--- config.mk ---
export PLATFORM = sky130hd
export DESIGN_NAME = flagbr_unit
export DESIGN_NICKNAME = d
export VERILOG_FILES = /design/src/rtl/flagbr_pkg.sv /design/src/rtl/flagbr_alias_dec.sv /design/src/rtl/flagbr_cond_eval.sv /design/src/rtl/flagbr_target.sv /design/src/rtl/flagbr_unit.sv
export SDC_FILE = /design/constraint.sdc
export NUM_CORES = 1
export LEC_CHECK = 0
export BUFFER_PORTS_ARGS = -buffer_cell sky130_fd_sc_hd__buf_2
export CAP_MARGIN = 20
export CORE_UTILIZATION = 48
export CTS_CLUSTER_DIAMETER = 30
export DETAILED_ROUTE_END_ITERATION = 6
export PLACE_DENSITY = 0.78
export SKIP_CTS_REPAIR_TIMING = 1
export SLEW_MARGIN = 0
export SYNTH_ARGS = -nofsm -noshare
export SYNTH_HDL_FRONTEND = slang
export SYNTH_SLANG_ARGS = --single-unit
export TNS_END_PERCENT = 30
--- constraint.sdc ---
create_clock -name clk -period 2.9 [get_ports clk]
set_input_delay 0.58 -clock clk [delete_from_list [all_inputs] [get_ports clk]]
set_output_delay 0.58 -clock clk [all_outputs]
set_load 0.005 [all_outputs]
--- src/rtl/flagbr_pkg.sv ---
package flagbr_pkg;
  // Bit positions inside the status word. The decoder depends on them.
  localparam int FL_C = 0;
  localparam int FL_Z = 1;
  localparam int FL_N = 2;
  localparam int FL_V = 3;
  localparam int FL_S = 4;
  localparam int FL_H = 5;
  localparam int FL_T = 6;
  localparam int FL_I = 7;

  localparam int STW  = 8;
  localparam int IDXW = $clog2(STW);
  localparam int CODW = 4;
  localparam int CYCW = 2;

  typedef logic [IDXW-1:0] flag_idx_t;

  // Group of an alias code, taken from code[3:1]. Code bit 0 gives the polarity.
  typedef enum logic [2:0] {
    GRP_ZERO  = 3'd0,
    GRP_CARRY = 3'd1,
    GRP_SLESS = 3'd2,
    GRP_NEG   = 3'd3,
    GRP_OVF   = 3'd4,
    GRP_HALF  = 3'd5,
    GRP_TBIT  = 3'd6,
    GRP_INT   = 3'd7
  } alias_grp_e;

  localparam logic [CYCW-1:0] CYC_FALL = 2'd1;
  localparam logic [CYCW-1:0] CYC_JUMP = 2'd2;
endpackage

--- src/rtl/flagbr_alias_dec.sv ---
module flagbr_alias_dec
  import flagbr_pkg::*;
(
  input  logic [CODW-1:0] code,
  output flag_idx_t       idx,
  output logic            want_set,
  output logic            signed_rel
);
  alias_grp_e grp;

  assign grp      = alias_grp_e'(code[CODW-1:1]);
  assign want_set = ~code[0];

  always_comb begin
    signed_rel = 1'b0;
    idx        = flag_idx_t'(FL_Z);
    unique case (grp)
      GRP_ZERO:  idx = flag_idx_t'(FL_Z);
      GRP_CARRY: idx = flag_idx_t'(FL_C);
      GRP_SLESS: begin
        idx        = flag_idx_t'(FL_S);
        signed_rel = 1'b1;
      end
      GRP_NEG:   idx = flag_idx_t'(FL_N);
      GRP_OVF:   idx = flag_idx_t'(FL_V);
      GRP_HALF:  idx = flag_idx_t'(FL_H);
      GRP_TBIT:  idx = flag_idx_t'(FL_T);
      GRP_INT:   idx = flag_idx_t'(FL_I);
      default:   idx = flag_idx_t'(FL_Z);
    endcase
  end
endmodule

--- src/rtl/flagbr_cond_eval.sv ---
module flagbr_cond_eval
  import flagbr_pkg::*;
(
  input  logic [STW-1:0]  status,
  input  logic            use_alias,
  input  logic [CODW-1:0] alias_code,
  input  flag_idx_t       gen_idx,
  input  logic            gen_pol,
  output logic            cond_true
);
  flag_idx_t a_idx;
  logic      a_pol;
  logic      a_signed;
  flag_idx_t pick_idx;
  logic      pick_pol;
  logic      test_bit;

  flagbr_alias_dec u_dec (
    .code       (alias_code),
    .idx        (a_idx),
    .want_set   (a_pol),
    .signed_rel (a_signed)
  );

  assign pick_idx = use_alias ? a_idx : gen_idx;
  assign pick_pol = use_alias ? a_pol : gen_pol;

  // For the signed tests, N xor V is formed here and the stored S bit is not used.
  always_comb begin
    if (use_alias && a_signed)
      test_bit = status[FL_N] ^ status[FL_V];
    else
      test_bit = status[pick_idx];
  end

  assign cond_true = (test_bit == pick_pol);
endmodule

--- src/rtl/flagbr_target.sv ---
module flagbr_target #(
  parameter int PCW  = 16,
  parameter int OFFW = 7
) (
  input  logic [PCW-1:0]  cur_pc,
  input  logic [OFFW-1:0] offset,
  output logic [PCW-1:0]  seq_pc,
  output logic [PCW-1:0]  jump_pc
);
  localparam int EXTW = PCW - OFFW;

  logic [PCW-1:0] off_ext;

  generate
    if (EXTW > 0) begin : g_ext
      assign off_ext = {{EXTW{offset[OFFW-1]}}, offset};
    end else begin : g_trunc
      assign off_ext = offset[PCW-1:0];
    end
  endgenerate

  assign seq_pc  = cur_pc + PCW'(1);
  assign jump_pc = seq_pc + off_ext;
endmodule

--- src/rtl/flagbr_unit.sv ---
module flagbr_unit
  import flagbr_pkg::*;
#(
  parameter int PCW  = 16,
  parameter int OFFW = 7
) (
  input  logic            clk,
  input  logic            rst,
  input  logic            req_valid,
  input  logic [7:0]      status,
  input  logic            use_alias,
  input  logic [3:0]      alias_code,
  input  logic [2:0]      gen_idx,
  input  logic            gen_pol,
  input  logic [OFFW-1:0] offset,
  input  logic [PCW-1:0]  cur_pc,
  output logic            resp_valid,
  output logic            taken,
  output logic [PCW-1:0]  next_pc,
  output logic [1:0]      cycles
);
  logic           cond_true;
  logic [PCW-1:0] seq_pc;
  logic [PCW-1:0] jump_pc;

  flagbr_cond_eval u_eval (
    .status     (status),
    .use_alias  (use_alias),
    .alias_code (alias_code),
    .gen_idx    (gen_idx),
    .gen_pol    (gen_pol),
    .cond_true  (cond_true)
  );

  flagbr_target #(.PCW(PCW), .OFFW(OFFW)) u_tgt (
    .cur_pc  (cur_pc),
    .offset  (offset),
    .seq_pc  (seq_pc),
    .jump_pc (jump_pc)
  );

  always_ff @(posedge clk) begin
    if (rst) begin
      resp_valid <= 1'b0;
      taken      <= 1'b0;
      next_pc    <= '0;
      cycles     <= '0;
    end else begin
      resp_valid <= req_valid;
      if (req_valid) begin
        taken   <= cond_true;
        next_pc <= cond_true ? jump_pc : seq_pc;
        cycles  <= cond_true ? CYC_JUMP : CYC_FALL;
      end
    end
  end
endmodule

Yosys cells after proc, flatten, opt, wreduce, memory -nomap -nowiden --
Cells that the tools add are included.
Storage, ports and cells: register bits after elaboration 20, input port bits 43, output and inout port bits 20, word-level logic and storage cells 28
Operators by class: add/subtract/negate cells 2, $lt $le $gt $ge 1, equality and inequality tests 8, mux-type cells 9, bitwise gates (word level) 2, reduce and logical (&&, ||, !) cells 2
Operator list (count):
- $pmux W3 S8 | 1
- $add A16 B1 Y16 const B | 1
- $add A16 B16 Y16 | 1
- $mux W16 | 1
- $eq A3 B3 Y1 const B | 4
- $eq A3 B2 Y1 const B | 2
- $lt A3 B4 Y1 const B | 1
- $mux W1 | 4
- $bmux W1 S3 | 1
- $eq A3 B1 Y1 const B | 1
- $logic_not A3 Y1 | 1
- $mux W3 | 1
- $mux W2 | 1
- $eq A1 B1 Y1 | 1
- $logic_and A1 B1 Y1 | 1
- $not A1 Y1 | 1
- $xor A1 B1 Y1 | 1

Depth between registers and ports, before layout --
depth in word-level cells 8, gate-level depth with buffers 14, mapped depth without buffers 14

Cells and area by module --
A second synthesis with hierarchy kept.
Second synthesis, totals: cells, all modules 249, area total of the unflattened synthesis 2088.3 um^2
By module, submodules not included:
- flagbr_target | times used 1, cells an instance 142, area an instance 1036.0 um^2, sequential area each 0.0 um^2
- flagbr_unit | times used 1, cells an instance 82, area an instance 824.5 um^2, sequential area each 380.4 um^2
- flagbr_cond_eval | times used 1, cells an instance 16, area an instance 183.9 um^2, sequential area each 0.0 um^2
- flagbr_alias_dec | times used 1, cells an instance 9, area an instance 43.8 um^2, sequential area each 0.0 um^2

Least setup slack after synthesis --
No wires, ideal clock.
kind input to register, start point input port cur_pc[3], end point register next_pc[15], library setup time 84 ps, data arrival time 2973 ps, required time 2816 ps, setup slack -157 ps, cell stages on the path 14, path buffers 0, cell sequence nand3_1 nor2_1 and3_1 nand2_1 xor2_1 inv_1 ha_1 nand2_1 o21ai_0 a31o_2 or4_1 a21o_1 and4_1 o31ai_2
On the way: word-level cells in the longest chain between the ends 3
RTL lines:
- start, declared | RTL line flagbr_unit.sv:16 | input logic [PCW-1:0] cur_pc,
- $add A16 B1 Y16 * | RTL line flagbr_target.sv:22 | assign seq_pc = cur_pc + PCW'(1);
- $add A16 B16 Y16 | RTL line flagbr_target.sv:23 | assign jump_pc = seq_pc + off_ext;
- $mux W16 * | RTL line flagbr_unit.sv:52 | next_pc <= cond_true ? jump_pc : seq_pc;
- end signal, assigned | RTL line flagbr_unit.sv:52
- end, declared | RTL line flagbr_unit.sv:19 | output logic [PCW-1:0] next_pc,
Mark *: on every way between the ends. The rest lies on a longest branch, timed or not. A chain may end at the register's enable or synchronous reset.

Final worst setup path --
start point input port cur_pc[2], end point register next_pc[15]
Same word-level chain as after synthesis.

==> metrics.txt <==
syn_nets 320; Root Driver clkbuf_8; Clock Sinks 19; DR vias/cell 5.69; largest net degree at the start of global routing 33; skew final 0 ns; Final Hold Violating Endpoints 0; Post-Syn Area 0.00213 mm2; Power Dens Cells about 350 mW/mm2; layout cells sized above 1 0.430; Die Wd slightly below 70 um; Final TNS setup -0.0731 ns; #FFs+latches synth 19; setup ws final -0.0535 ns; CP Cell Sequence buf_6 > nand3_4 > nor2_4 > and3_4 > nand4_1 > xnor2_2 > ha_1 > a31o_2 > or4_4 > a21o_1 > and4_1 > o31ai_2; status finished, violations left; Clock Path Buffers 2; Port Buffers 62; Yosys top cell by area dfxtp_1; gr usage total 0.229; drt drc 0; depth of the CTS H-tree 1; yosys warns 0; Routed Antenna Nets 0; die footprint around 0.0047 mm2; HP Class flip-flop to flip-flop; crit end category flip-flop; Slew @ Worst Pin 0.519 ns; Crit path max-delay family simple AND/OR/NAND/NOR gates; row cnt 23; worst path required time between 3 and 4 ns; cts bufs inserted 3; RSZ-0062 raised after global routing true; Tmin final roughly 3 ns; nets 428; Multi-input gate area around 0.0018 mm2; chip height between 60 and 70 um; GPL Wtd Cong a little under 0.9; Crit Path Max Fanout 3; Cells after Synth 256; Worst Setup Start Kind input pin; Register-to-Register Setup Slack ~2.1 ns; cell with the most instances after synthesis nor2_1; Post-synth EDFFs 0; peak supply drop approximately 0.22 mV; failing checks negative setup slack; post-synth top area share 0.179; final wirelength around 6300 um; I/O pins between 60 and 70; TritonCTS clock tree yes; count of different cell masters after synthesis just over 50; Initial DRT Pass Iterations 4; Slew Limit Fails 0; Max-Cap Viols 0; Initial Util 0.517; Post-synth top flop dfxtp_1; drt wl/cell 15.2 um; Core Area 0.00412 mm2; total congestion overflow 0; Worst-Skew Late Latency 0.25 ns; P&R area growth vs syn 45.1%; vias between 2000 and 2500; first-pass GRT wire length roughly 8100 um; vias in the first global route roughly 1900; Post-DP HPWL about 4400 um; syn_area_per_cell 8.30 um2; initial antenna violation count 0; final core occ 0.749; final period utilization 1.02; leak pwr about 1.5 nW; drt initial violations between 100 and 150; fmax 339 MHz; clock-pin slew on the worst setup and hold paths around 0.07 ns; Crit Path Class input pin to flip-flop; top post-synthesis cells by area dfxtp_1 18%, ha_1 12%, mux2i_1 8.5%; Post-synth top cells 28 x nor2_1, 20 x ha_1, 19 x dfxtp_1; fill cell count 315; antenna cells 0; Max-slew headroom 0.654; Setup Viol. Count Final 2; post-synthesis async set-or-reset flop share 0; worst stage delay on the critical path ~0.42 ns; Buf/Inv on CP 1; CP max-delay cell or4_4; register area roughly 380 um2; sequential element share of the synthesized area 0.179; CP Data Arrival Time around 3.1 ns
worst register-to-register path, cell delays in order (launching register included):
cell and delay, ns:
dfxtp_1 0.36, nor2_1 0.07, a211oi_1 0.24
layer usage:
layer / track usage / wire length [um] / part of all wire
met1: 0.298 / 2600 / 0.41
met4: 0.0313 / 150 / 0.024
met5: 0 / 0 / 0
met2: 0.402 / 3240 / 0.52
met3: 0.0378 / 300 / 0.048
through the flow:
stage	hold slack (ns)	total power, mW	std cells	setup slack [ns]	area [um2]
floorplan	0.461	0.635	256	-0.0670	2170
global placement	0.443	0.820	404	-0.275	2810
detailed placement	0.457	0.837	404	-0.416	2810
CTS	0.473	1.02	408	-0.151	2850
global route	0.506	1.14	413	-0.158	3080
finish	0.475	1.07	413	-0.0535	3080
state kept, by name (all words and copies together), names as in the netlist:
signal      count
next_pc        16
cycles          1
taken           1
resp_valid      1
cell type report:
cell class,count,area share
multi-input combinational,218,0.589
timing repair buffer,114,0.243
sequential,19,0.123
tap,50,0.0203
clock buffer,3,0.0134
inverter,8,0.00974
clock inverter,1,0.00162
power by group:
part,leakage [nW],internal (mW),switching (mW)
Clock,0.0255,0.0954,0.0833
Combinational,1.28,0.296,0.292
Sequential,0.158,0.290,0.0144
cell families after synthesis:
kind of cell / share of synthesized area
AO/OA/AOI/OAI: 0.218
XOR/XNOR: 0.111
adder cells (fa/ha/maj): 0.127
buffers and inverters: 0.0624
flip-flops: 0.179
multiplexers: 0.0848
AND/OR/NAND/NOR: 0.218
final timing paths:
check	from	end	cells after the start
setup / recovery	cur_pc[2]	next_pc[15]	12
hold / removal	next_pc[15]	next_pc[15]	2
setup reg to reg	next_pc[7]	next_pc[7]	2
hold reg to reg	next_pc[15]	next_pc[15]	2
cell usage in the layout, fill, tap and decap left out, types with 3 or more instances in the layout:
cell type	count
ha_4	4
a21oi_2	3
nor2_1	27
inv_1	7
ha_1	16
a211oi_1	14
and4_1	4
mux2i_1	18
buf_4	51
buf_2	57
nor3b_1	5
xnor2_2	5
nand3_1	8
clkbuf_8	3
buf_6	4
o21ai_0	3
nand2b_1	4
xor2_1	8
nand3b_1	3
a21o_1	4
o21a_1	3
a21oi_1	14
xnor2_1	12
nand2_1	12
dfxtp_1	19
No activity file was read; power rests on OpenSTA's default activity.
